File: src/rtl/isqrt_pkg.sv
package isqrt_pkg;

    typedef enum logic [1:0] {
        CELL_VAR  = 2'd0,
        CELL_ONE  = 2'd1,
        CELL_ZERO = 2'd2
    } cell_kind_e;

    // Kind of the subtractor cell at local bit j of row i.
    // Trial value (LSB first): 1, 0, then partial root bits, then zeros.
    function automatic cell_kind_e cell_kind(input int j, input int i, input int root_w);
        if (j == 0)
            return CELL_ONE;
        else if (j == 1)
            return CELL_ZERO;
        else if (j <= root_w - i)
            return CELL_VAR;
        else
            return CELL_ZERO;
    endfunction

endpackage

File: src/rtl/isqrt_sm_cell.sv
module isqrt_sm_cell
    import isqrt_pkg::*;
#(
    parameter cell_kind_e KIND = CELL_VAR
) (
    input  logic a_i,
    input  logic b_i,
    input  logic bin_i,
    input  logic take_i,
    output logic bout_o,
    output logic res_o
);

    logic diff;

    generate
        if (KIND == CELL_ONE) begin : g_one
            logic b_unused;
            assign b_unused = b_i;
            assign diff   = ~(a_i ^ bin_i);
            assign bout_o = ~a_i | bin_i;
        end else if (KIND == CELL_ZERO) begin : g_zero
            logic b_unused;
            assign b_unused = b_i;
            assign diff   = a_i ^ bin_i;
            assign bout_o = ~a_i & bin_i;
        end else begin : g_var
            assign diff   = a_i ^ b_i ^ bin_i;
            assign bout_o = (~a_i & b_i) | (~a_i & bin_i) | (b_i & bin_i);
        end
    endgenerate

    assign res_o = take_i ? diff : a_i;

endmodule

File: src/rtl/isqrt_row.sv
module isqrt_row
    import isqrt_pkg::*;
#(
    parameter int IN_W = 8,
    parameter int ROW  = 0
) (
    input  logic [IN_W-1:0]   rem_in,
    input  logic [IN_W/2-1:0] q_in,
    output logic [IN_W-1:0]   rem_out,
    output logic [IN_W/2-1:0] q_out
);

    localparam int ROOT_W = IN_W / 2;
    localparam int BASE   = 2 * ROW;
    localparam int SW     = IN_W - BASE;

    logic [SW-1:0] trial;
    logic [SW:0]   borrow;
    logic [SW-1:0] upper_res;
    logic          take;

    assign borrow[0] = 1'b0;
    assign take      = ~borrow[SW];

    genvar j;
    generate
        for (j = 0; j < SW; j++) begin : g_cell
            localparam cell_kind_e K = cell_kind(j, ROW, ROOT_W);
            if (K == CELL_VAR) begin : g_tv
                assign trial[j] = q_in[ROW - 1 + j];
            end else if (K == CELL_ONE) begin : g_tv
                assign trial[j] = 1'b1;
            end else begin : g_tv
                assign trial[j] = 1'b0;
            end
            isqrt_sm_cell #(.KIND(K)) cell_i (
                .a_i    (rem_in[BASE + j]),
                .b_i    (trial[j]),
                .bin_i  (borrow[j]),
                .take_i (take),
                .bout_o (borrow[j+1]),
                .res_o  (upper_res[j])
            );
        end

        if (ROW == 0) begin : g_low
            assign rem_out = upper_res;
        end else begin : g_low
            assign rem_out = {upper_res, rem_in[BASE-1:0]};
        end
    endgenerate

    always_comb begin
        q_out      = q_in;
        q_out[ROW] = take;
    end

    // Checks for the row rule
    logic [IN_W-1:0] trial_full;
    assign trial_full = IN_W'(trial) << BASE;

    always_comb begin
        if (!take)
            assert_row_keep_R7: assert (rem_out == rem_in)
                else $error("row %0d changed remainder on borrow", ROW);
        if (take)
            assert_row_take_R7: assert (rem_out + trial_full == rem_in)
                else $error("row %0d remainder not reduced by trial", ROW);
    end

endmodule

File: src/rtl/isqrt_array.sv
module isqrt_array #(
    parameter int IN_W = 8
) (
    input  logic [IN_W-1:0]   x_in,
    output logic [IN_W/2-1:0] root_out
);

    localparam int ROOT_W = IN_W / 2;
    localparam int PW     = IN_W + 2;

    genvar i;
    generate
        for (i = ROOT_W - 1; i >= 0; i--) begin : g_row
            logic [IN_W-1:0]   rem_o;
            logic [ROOT_W-1:0] q_o;
            if (i == ROOT_W - 1) begin : g_src
                isqrt_row #(.IN_W(IN_W), .ROW(i)) row_i (
                    .rem_in  (x_in),
                    .q_in    ({ROOT_W{1'b0}}),
                    .rem_out (rem_o),
                    .q_out   (q_o)
                );
            end else begin : g_src
                isqrt_row #(.IN_W(IN_W), .ROW(i)) row_i (
                    .rem_in  (g_row[i+1].rem_o),
                    .q_in    (g_row[i+1].q_o),
                    .rem_out (rem_o),
                    .q_out   (q_o)
                );
            end
        end
    endgenerate

    assign root_out = g_row[0].q_o;

    logic [IN_W-1:0] rem_unused;
    assign rem_unused = g_row[0].rem_o;

    // Bounds of the floor root
    logic [PW-1:0] r_ext, r_next, sq_lo, sq_hi, x_ext;
    always_comb begin
        r_ext  = PW'(root_out);
        r_next = r_ext + PW'(1);
        sq_lo  = r_ext * r_ext;
        sq_hi  = r_next * r_next;
        x_ext  = PW'(x_in);
        assert_root_low_R1: assert (sq_lo <= x_ext)
            else $error("root squared exceeds input");
        assert_root_high_R1: assert (sq_hi > x_ext)
            else $error("next root squared not above input");
    end

endmodule

File: config.mk
export PLATFORM = sky130hd
export DESIGN_NAME = isqrt_array
export DESIGN_NICKNAME = d
export VERILOG_FILES = /design/src/rtl/isqrt_pkg.sv /design/src/rtl/isqrt_sm_cell.sv /design/src/rtl/isqrt_row.sv /design/src/rtl/isqrt_array.sv
export SDC_FILE = /design/constraint.sdc
export NUM_CORES = 1
export LEC_CHECK = 0
export ABC_AREA = 1
export ABC_CLOCK_PERIOD_IN_PS = 6050
export BUFFER_PORTS_ARGS = -buffer_cell sky130_fd_sc_hd__buf_2
export CAP_MARGIN = 20
export CORE_MARGIN = 2
export CORE_UTILIZATION = 57
export DETAILED_ROUTE_END_ITERATION = 10
export PLACE_DENSITY = 0.83
export SLEW_MARGIN = 40
export SYNTH_ARGS = -nofsm -noshare
export SYNTH_HDL_FRONTEND = slang
export SYNTH_HIERARCHICAL = 1
export SYNTH_SLANG_ARGS = --single-unit
File: constraint.sdc
create_clock -name vclk -period 6.05
set_input_delay 0.605 -clock vclk [all_inputs]
set_output_delay 0.605 -clock vclk [all_outputs]
set_load 0.05 [all_outputs]
==> run metrics, run 1 <==
detailed-route via count=~570; hold_ws=about 1.9 ns; minimum setup slack in the final design=0.207 ns; remaining routing DRC violations=0; number of design-rule violations left by the first detailed-router iteration=12; Hold Crit Class=input port to primary output; Routability Congestion=0.775; final hold vios=0; 1st-pass router iterations=3; data required time of the worst path=about 5.4 ns; final wirelength=between 1 and 1.5 mm; diode count=0; number of nets in the layout=157; Worst path slowest cell=fa_2; vias in the first global route=522; number of cells in the design after placement=140; number of hold buffers added after CTS=0; Max stage delay on crit path=between 0.4 and 0.5 ns; clock network power share=0%; Min Clock Period, post-route=slightly below 6 ns; Crit path arrival time=5.24 ns; post-synthesis to final-layout area growth=6.14%; worst setup path class=input port to primary output; overall routing resource usage=around 15%; number of instances in the synthesized netlist=131; detailed placement HPWL=~890 um; power share of the combinational group=100.0%; count of nets left with antenna violations after detail routing=0; Port Buffers=12; setup-violating endpoint count in the final report=0; Fmax=171 MHz; Mapped Area=roughly 800 um2; final worst path period share=between 90% and 100%; count of clock-net buffers in the final layout=0; drt wl/cell=~8 um; Syn Area/Cell=~6.1 um2; Core Region=1300 um2; maximum number of pins on one net before global-route repair=14; total count of max-transition violations in the final report=0; Max Cap Viol=0; switch share=around three fifths; count of flip-flops and latches=0; run status=complete, no violations; floorplan die area=between 1500 and 2000 um2; effective utilization at floorplan=between 60% and 70%; global route overflow=0; via count normalized by instance count=between 4 and 5; CP bufs+invs=11; static leakage power=0.000574 uW; power share of the sequential group=0%; cell family with the largest share of critical-path delay=adder cells; pre-CTS setup slack=-0.258 ns; filler-free cell count of the finished design=approximately 140; Filler Cells Inserted=between 100 and 150; unrepaired setup endpoints after global routing=no; overall power=~160 uW; CP Capture Type=primary output; standard-cell row count=13; Net Switching=97.5 uW; height of the die=slightly above 40 um; peak supply drop=between 0.00007 and 0.00008 V; antenna violations before repair=0; proportion of layout cells with a drive suffix above 1=around a third; power per cell area=195 nW/um2; Critical Path Fanout Max=3; ports placed on the boundary=12; post-layout utilization of the core=between 60% and 70%; Pint=roughly 67 uW; net count after synthesis=159; combined flip-flop and latch cell area=0 um2; Chip Width=41.3 um; Synth warnings=6; Setup crit start kind=input port; wire length of the first global-routing pass=about 1.8 mm
## placed cells by master, fill, tap and decap left out
cell and count:
fa_2 6, ha_2 6, inv_2 6, buf_4 3, nand2_1 33, ha_4 2, nand2_2 3, conb_1 4
inv_4 1, buf_2 11, buf_8 2, ha_1 6, inv_1 42, buf_6 2
## worst paths after layout
| path | startpoint | to | cells past startpoint |
|---|---|---|---|
| max | x_in[6] | root_out[0] | 31 |
| min | x_in[7] | root_out[3] | 6 |
## metal layers
metal / vias up / global-route usage [%] / routed length [um]
met3: 0 / 0 / 18
met4: 0 / 0 / 0
met1: 254 / 14.9 / 421
met5: - / 0 / 0
met2: 4 / 34.8 / 675
li1: 313 / - / -
## cell type report
class | instances | area (um2) | area share, %
Timing Repair Buffer | 18 | 130 | 15.4
Multi-Input combinational cell | 60 | 508 | 60.2
Tap cell | 15 | 18.8 | 2.23
Inverter | 49 | 186 | 22.1
## power by group through the flow
stage / registers (uW) / clock network (uW) / logic (uW)
after CTS: 0 / 0 / 141
after global placement: 0 / 0 / 126
final: 0 / 0 / 164
after detailed placement: 0 / 0 / 134
after floorplan: 0 / 0 / 124
after global routing: 0 / 0 / 187
## stage by stage
stage                     setup TNS [ns]  cell area (um2)
after floorplan                        0              798
after global placement           -0.0993              738
after detailed placement          -0.258              738
after CTS                              0              757
after global routing                   0              843
final                                  0              843
## timing repair
item	4_1_cts	5_1_grt
gates resized for setup	7	25
gates cloned	0	0
endpoints found under the setup margin	1	1
pin swaps	0	10
buffers inserted	0	2
Power figures use the tool's default switching activity.
==> inputs of run 2 (changes only) <==
--- a/config.mk
+++ b/config.mk
@@ -9,8 +9,10 @@
 export ABC_CLOCK_PERIOD_IN_PS = 6050
 export BUFFER_PORTS_ARGS = -buffer_cell sky130_fd_sc_hd__buf_2
 export CAP_MARGIN = 20
+export CELL_PAD_IN_SITES_DETAIL_PLACEMENT = 2
+export CELL_PAD_IN_SITES_GLOBAL_PLACEMENT = 2
 export CORE_MARGIN = 2
-export CORE_UTILIZATION = 57
+export CORE_UTILIZATION = 29
 export DETAILED_ROUTE_END_ITERATION = 10
 export PLACE_DENSITY = 0.83
 export SLEW_MARGIN = 40
==> run 2 against run 1 <==
  * Sequential share of layout area is the same
  * Sequential cell count is the same
  * Final cell count grew 12%
  * Critical path depth is the same
  * Utilization shrank 29 points
  * Wire length grew 42%
  * Critical endpoint unchanged
  * Largest cell class unchanged
==> run metrics, run 2 (synthesized netlist as in run 1, its figures left out) <==
height of the die=56.3 um (+36%); diode count=0 (unchanged); vias in the first global route=661 (+27%); power per cell area=190 nW/um2 (-2.3%); data required time of the worst path=5.44 ns (about the same); static leakage power=0.000585 uW (+1.9%); worst setup path class=input port to primary output; proportion of layout cells with a drive suffix above 1=36.4% (+3.4 points); remaining routing DRC violations=0 (unchanged); Chip Width=56.3 um (+36%); run status=complete, no violations; final hold vios=0 (unchanged); ports placed on the boundary=12 (unchanged); combined flip-flop and latch cell area=0 um2 (unchanged); count of flip-flops and latches=0 (unchanged); peak supply drop=0.000109 V (+48%); final worst path period share=96.4% (-0.18 points); detailed-route via count=628 (+10%); multi-input gate area in the final layout=531 um2 (+4.4%); Min Clock Period, post-route=5.83 ns (-0.0107 ns); Port Buffers=12 (unchanged); Fmax=171 MHz (+0.18%); total count of max-transition violations in the final report=0 (unchanged); Worst path slowest cell=fa_2; post-synthesis to final-layout area growth=13.2%; CP Capture Type=primary output; standard-cell row count=18 (+5); floorplan die area=3170 um2 (+86%); count of nets left with antenna violations after detail routing=0 (unchanged); 1st-pass router iterations=2 (-1); Core Region=2540 um2 (+96%); Routability Congestion=0.703 (-9.3%); number of nets in the layout=159 (+1.3%); wire length of the first global-routing pass=2.66 mm (+49%); detailed placement HPWL=1.37 mm (+54%); via count normalized by instance count=3.95 (-1.8%); Hold Crit Class=input port to primary output; crit-path most repeated cell=inv_2; Critical Path Fanout Max=3 (unchanged); number of design-rule violations left by the first detailed-router iteration=1 (-11); count of clock-net buffers in the final layout=0 (unchanged); Max stage delay on crit path=0.43 ns (+0.02 ns); overall routing resource usage=10.1% (-4.9 points); Setup crit start kind=input port; antenna violations before repair=0 (unchanged); commonest non-fill, non-tap cell in the layout=inv_1; hold_ws=2.04 ns (+0.0977 ns); drt wl/cell=9.98 um (+27%); Crit path arrival time=5.23 ns (about the same); global route overflow=0 (unchanged); setup-violating endpoint count in the final report=0 (unchanged); post-layout utilization of the core=35.3% (-29 points); maximum number of pins on one net before global-route repair=14 (unchanged); Filler Cells Inserted=325 (+190%); effective utilization at floorplan=31.2% (-30 points); commonest cells after routing, fill and taps aside=inv_1, nand2_1, buf_2; Max Cap Viol=0 (unchanged); final wirelength=1.59 mm (+42%)
## run 2: changes by cell type in the layout (fill, tap and decap cells not counted), sizes merged
cell and delta:
buf +2
## run 2: repair_timing
item	CTS	global route
pin swaps	2	12
setup endpoints to repair	1	1
gates resized for setup	14	23
hold buffers	0	0
buffers inserted	1	3
## run 2: final timing paths
path,cells past startpoint,endpoint,slack (ns),from
hold / removal,7,root_out[3],2.04,x_in[7]
setup / recovery,31,root_out[0],0.22,x_in[6]
## run 2: where the power goes
group	internal (uW)	switching, uW
Sequential	0	0
Clock	0	0
Combinational	67.5	104
## run 2: layout make-up
class                      instances  area share (%)
inverter                          49            20.7
timing repair buffer              20            16.1
multi-input combinational         60            59.0
tap                               30            4.17
## run 2: metrics by stage
step                total power, uW  setup WS (ns)  cells  cell area [um2]  setup TNS [ns]
global placement                127         -0.196    155              757          -0.196
floorplan                       124         0.0117    131              798               0
CTS                             154       0.000804    156              802               0
finish                          171          0.218    159              900               0
global route                    197        -0.0135    159              900         -0.0135
detailed placement              141         -0.343    155              757          -0.343
## run 2: critical path: cells and delay by family
kind | cells | cell delay (ns)
fa+ha+maj | 14 | 3.59
buf+inv | 11 | 0.69
simple gates | 6 | 0.35
## run 2: layer usage
| metal | GRT usage (%) | share of wire, % |
|---|---|---|
| met5 | 0 | 0 |
| met4 | 0 | 0 |
| met1 | 11.9 | 43 |
| met3 | 0 | 1.3 |
| met2 | 21.3 | 56 |
==> inputs of run 3 (changes only) <==
--- a/config.mk
+++ b/config.mk
@@ -5,14 +5,13 @@
 export SDC_FILE = /design/constraint.sdc
 export NUM_CORES = 1
 export LEC_CHECK = 0
-export ABC_AREA = 1
 export ABC_CLOCK_PERIOD_IN_PS = 6050
 export BUFFER_PORTS_ARGS = -buffer_cell sky130_fd_sc_hd__buf_2
 export CAP_MARGIN = 20
 export CELL_PAD_IN_SITES_DETAIL_PLACEMENT = 2
 export CELL_PAD_IN_SITES_GLOBAL_PLACEMENT = 2
 export CORE_MARGIN = 2
-export CORE_UTILIZATION = 29
+export CORE_UTILIZATION = 32
 export DETAILED_ROUTE_END_ITERATION = 10
 export PLACE_DENSITY = 0.83
 export SLEW_MARGIN = 40
==> run 3 against run 2 <==
  * Final cell count down 29%
  * Power is 16% lower
  * Final area decreased by 14%
  * Synthesized cell count is 30% lower
  * Sequential share of layout area unchanged
  * Global-route usage down 0.51 points
  * Clock-buffer cell count unchanged
  * Via count is 31% lower
  * Critical path type unchanged
  * Largest cell class unchanged
==> run metrics, run 3 <==
ports placed on the boundary=12 (unchanged); commonest non-fill, non-tap cell in the layout=inv_1; via count normalized by instance count=3.85 (-2.5%); sink of the worst hold path=root_out[3]; detailed-route via count=435 (-31%); data required time of the worst path=5.44 ns (about the same); Min Clock Period, post-route=5.90 ns (+0.0698 ns); standard-cell row count=17 (-1); number of design-rule violations left by the first detailed-router iteration=0 (-1); total count of max-transition violations in the final report=0 (unchanged); net count after synthesis=120 (-25%); vias in the first global route=458 (-31%); antenna violations before repair=0 (unchanged); Core Region=2150 um2 (-16%); Hold Crit Class=input port to primary output; Port Buffers=12 (unchanged); Chip Width=51.0 um (-9.4%); busiest metal layer after global routing=met2; overall routing resource usage=9.60% (-0.51 points); Setup crit start kind=input port; combined flip-flop and latch cell area=0 um2 (unchanged); post-synthesis to final-layout area growth=9.54%; number of cells in the design after placement=113 (-27%); count of flip-flops and latches=0 (unchanged); 1st-pass router iterations=1 (-1); CP Capture Type=primary output; count of clock-net buffers in the final layout=0 (unchanged); Synth warnings=6 (unchanged); detailed placement HPWL=992 um (-28%); Critical Path Fanout Max=2 (-1); number of buffers inserted to repair setup after CTS=0 (-1); M2 GR Usage=19.9% (-1.4 points); global-route met1 utilization=11.5% (-0.36 points); peak supply drop=0.0000957 V (-13%); count of nets left with antenna violations after detail routing=0 (unchanged); static leakage power=0.000395 uW (-32%); commonest cells after routing, fill and taps aside=inv_1, buf_2, inv_2; filler-free cell count of the finished design=113 (-29%); Mapped Area=708 um2 (-11%); minimum setup slack in the final design=0.148 ns (-0.0698 ns); worst setup path class=input port to primary output; proportion of layout cells with a drive suffix above 1=48.2% (+12 points); setup-violating endpoint count in the final report=0 (unchanged); drt wl/cell=10.6 um (+5.8%); effective utilization at floorplan=33.0% (+1.7 points); Routability Congestion=0.667 (-5.1%); diode count=0 (unchanged); Max Cap Viol=0 (unchanged); wire length of the first global-routing pass=1.97 mm (-26%); Crit path arrival time=5.30 ns (+0.07 ns); global route overflow=0 (unchanged); post-layout utilization of the core=36.1% (+0.76 points); maximum number of pins on one net before global-route repair=13 (-1); power per cell area=185 nW/um2 (-2.9%); final worst path period share=97.6% (+1.2 points); Setup TNS=0 ns (unchanged); floorplan die area=2610 um2 (-18%); Syn Area/Cell=7.70 um2 (+27%); Worst path slowest cell=fa_2; global routing usage on met3=0% (unchanged); final hold vios=0 (unchanged); height of the die=51.0 um (-9.4%); pre-CTS setup slack=-0.274 ns (+0.0685 ns); source of the worst hold timing path=x_in[7]; number of nets in the layout=115 (-28%); remaining routing DRC violations=0 (unchanged); final wirelength=1.19 mm (-25%); Fmax=169 MHz (-1.2%); crit-path most repeated cell=inv_2; depth of the worst hold-timing path=6 (-1); run status=complete, no violations; Max stage delay on crit path=0.42 ns (about the same); number of instances in the synthesized netlist=92 (-30%)
-- run 3: cell type report --
cell class                      instances  area [um2]
Timing Repair Buffer                   15        96.3
Multi-Input combinational cell         42         537
Tap cell                               28        35.0
Fill cell                             246        1370
Inverter                               28         108
-- run 3: worst max path at each step --
stage	start	end	slack [ns]	cells after the start
2_1_floorplan	x_in[6]	root_out[0]	0.01	26
3_3_place_gp	x_in[6]	root_out[0]	-0.13	27
3_5_place_dp	x_in[6]	root_out[0]	-0.27	27
4_1_cts	x_in[6]	root_out[0]	0.04	27
5_1_grt	x_in[6]	root_out[0]	-0.03	27
6_report	x_in[6]	root_out[0]	0.15	27
-- run 3: layer usage --
layer	vias up	routed length (um)
li1	222	-
met2	5	692
met1	208	474
met4	0	0
met5	-	0
met3	0	26
-- run 3: what timing repair did --
item                                    CTS  global route
endpoints found under the setup margin    1             1
gates cloned                              0             0
resized for setup                         7            21
hold buffers                              0             0
pin swaps                                 4             9
-- run 3: critical path: cells and delay by family --
family	cells	cell delay [ns]
fa+ha+maj	14	3.57
mux	3	0.51
buf+inv	10	0.62
-- run 3: report_power, final --
group	leakage (uW)	switching (uW)	internal [uW]
Combinational	0.000395	83.0	60.2
Sequential	0	0	0
Clock	0	0	0
-- run 3: through the flow --
step / instance area, um2 / power, uW / hold WS, ns
floorplan: 722 / 101 / 1.94
global placement: 671 / 104 / 1.94
detailed placement: 671 / 111 / 1.95
CTS: 689 / 117 / 1.96
global route: 776 / 161 / 2.00
finish: 776 / 143 / 1.95
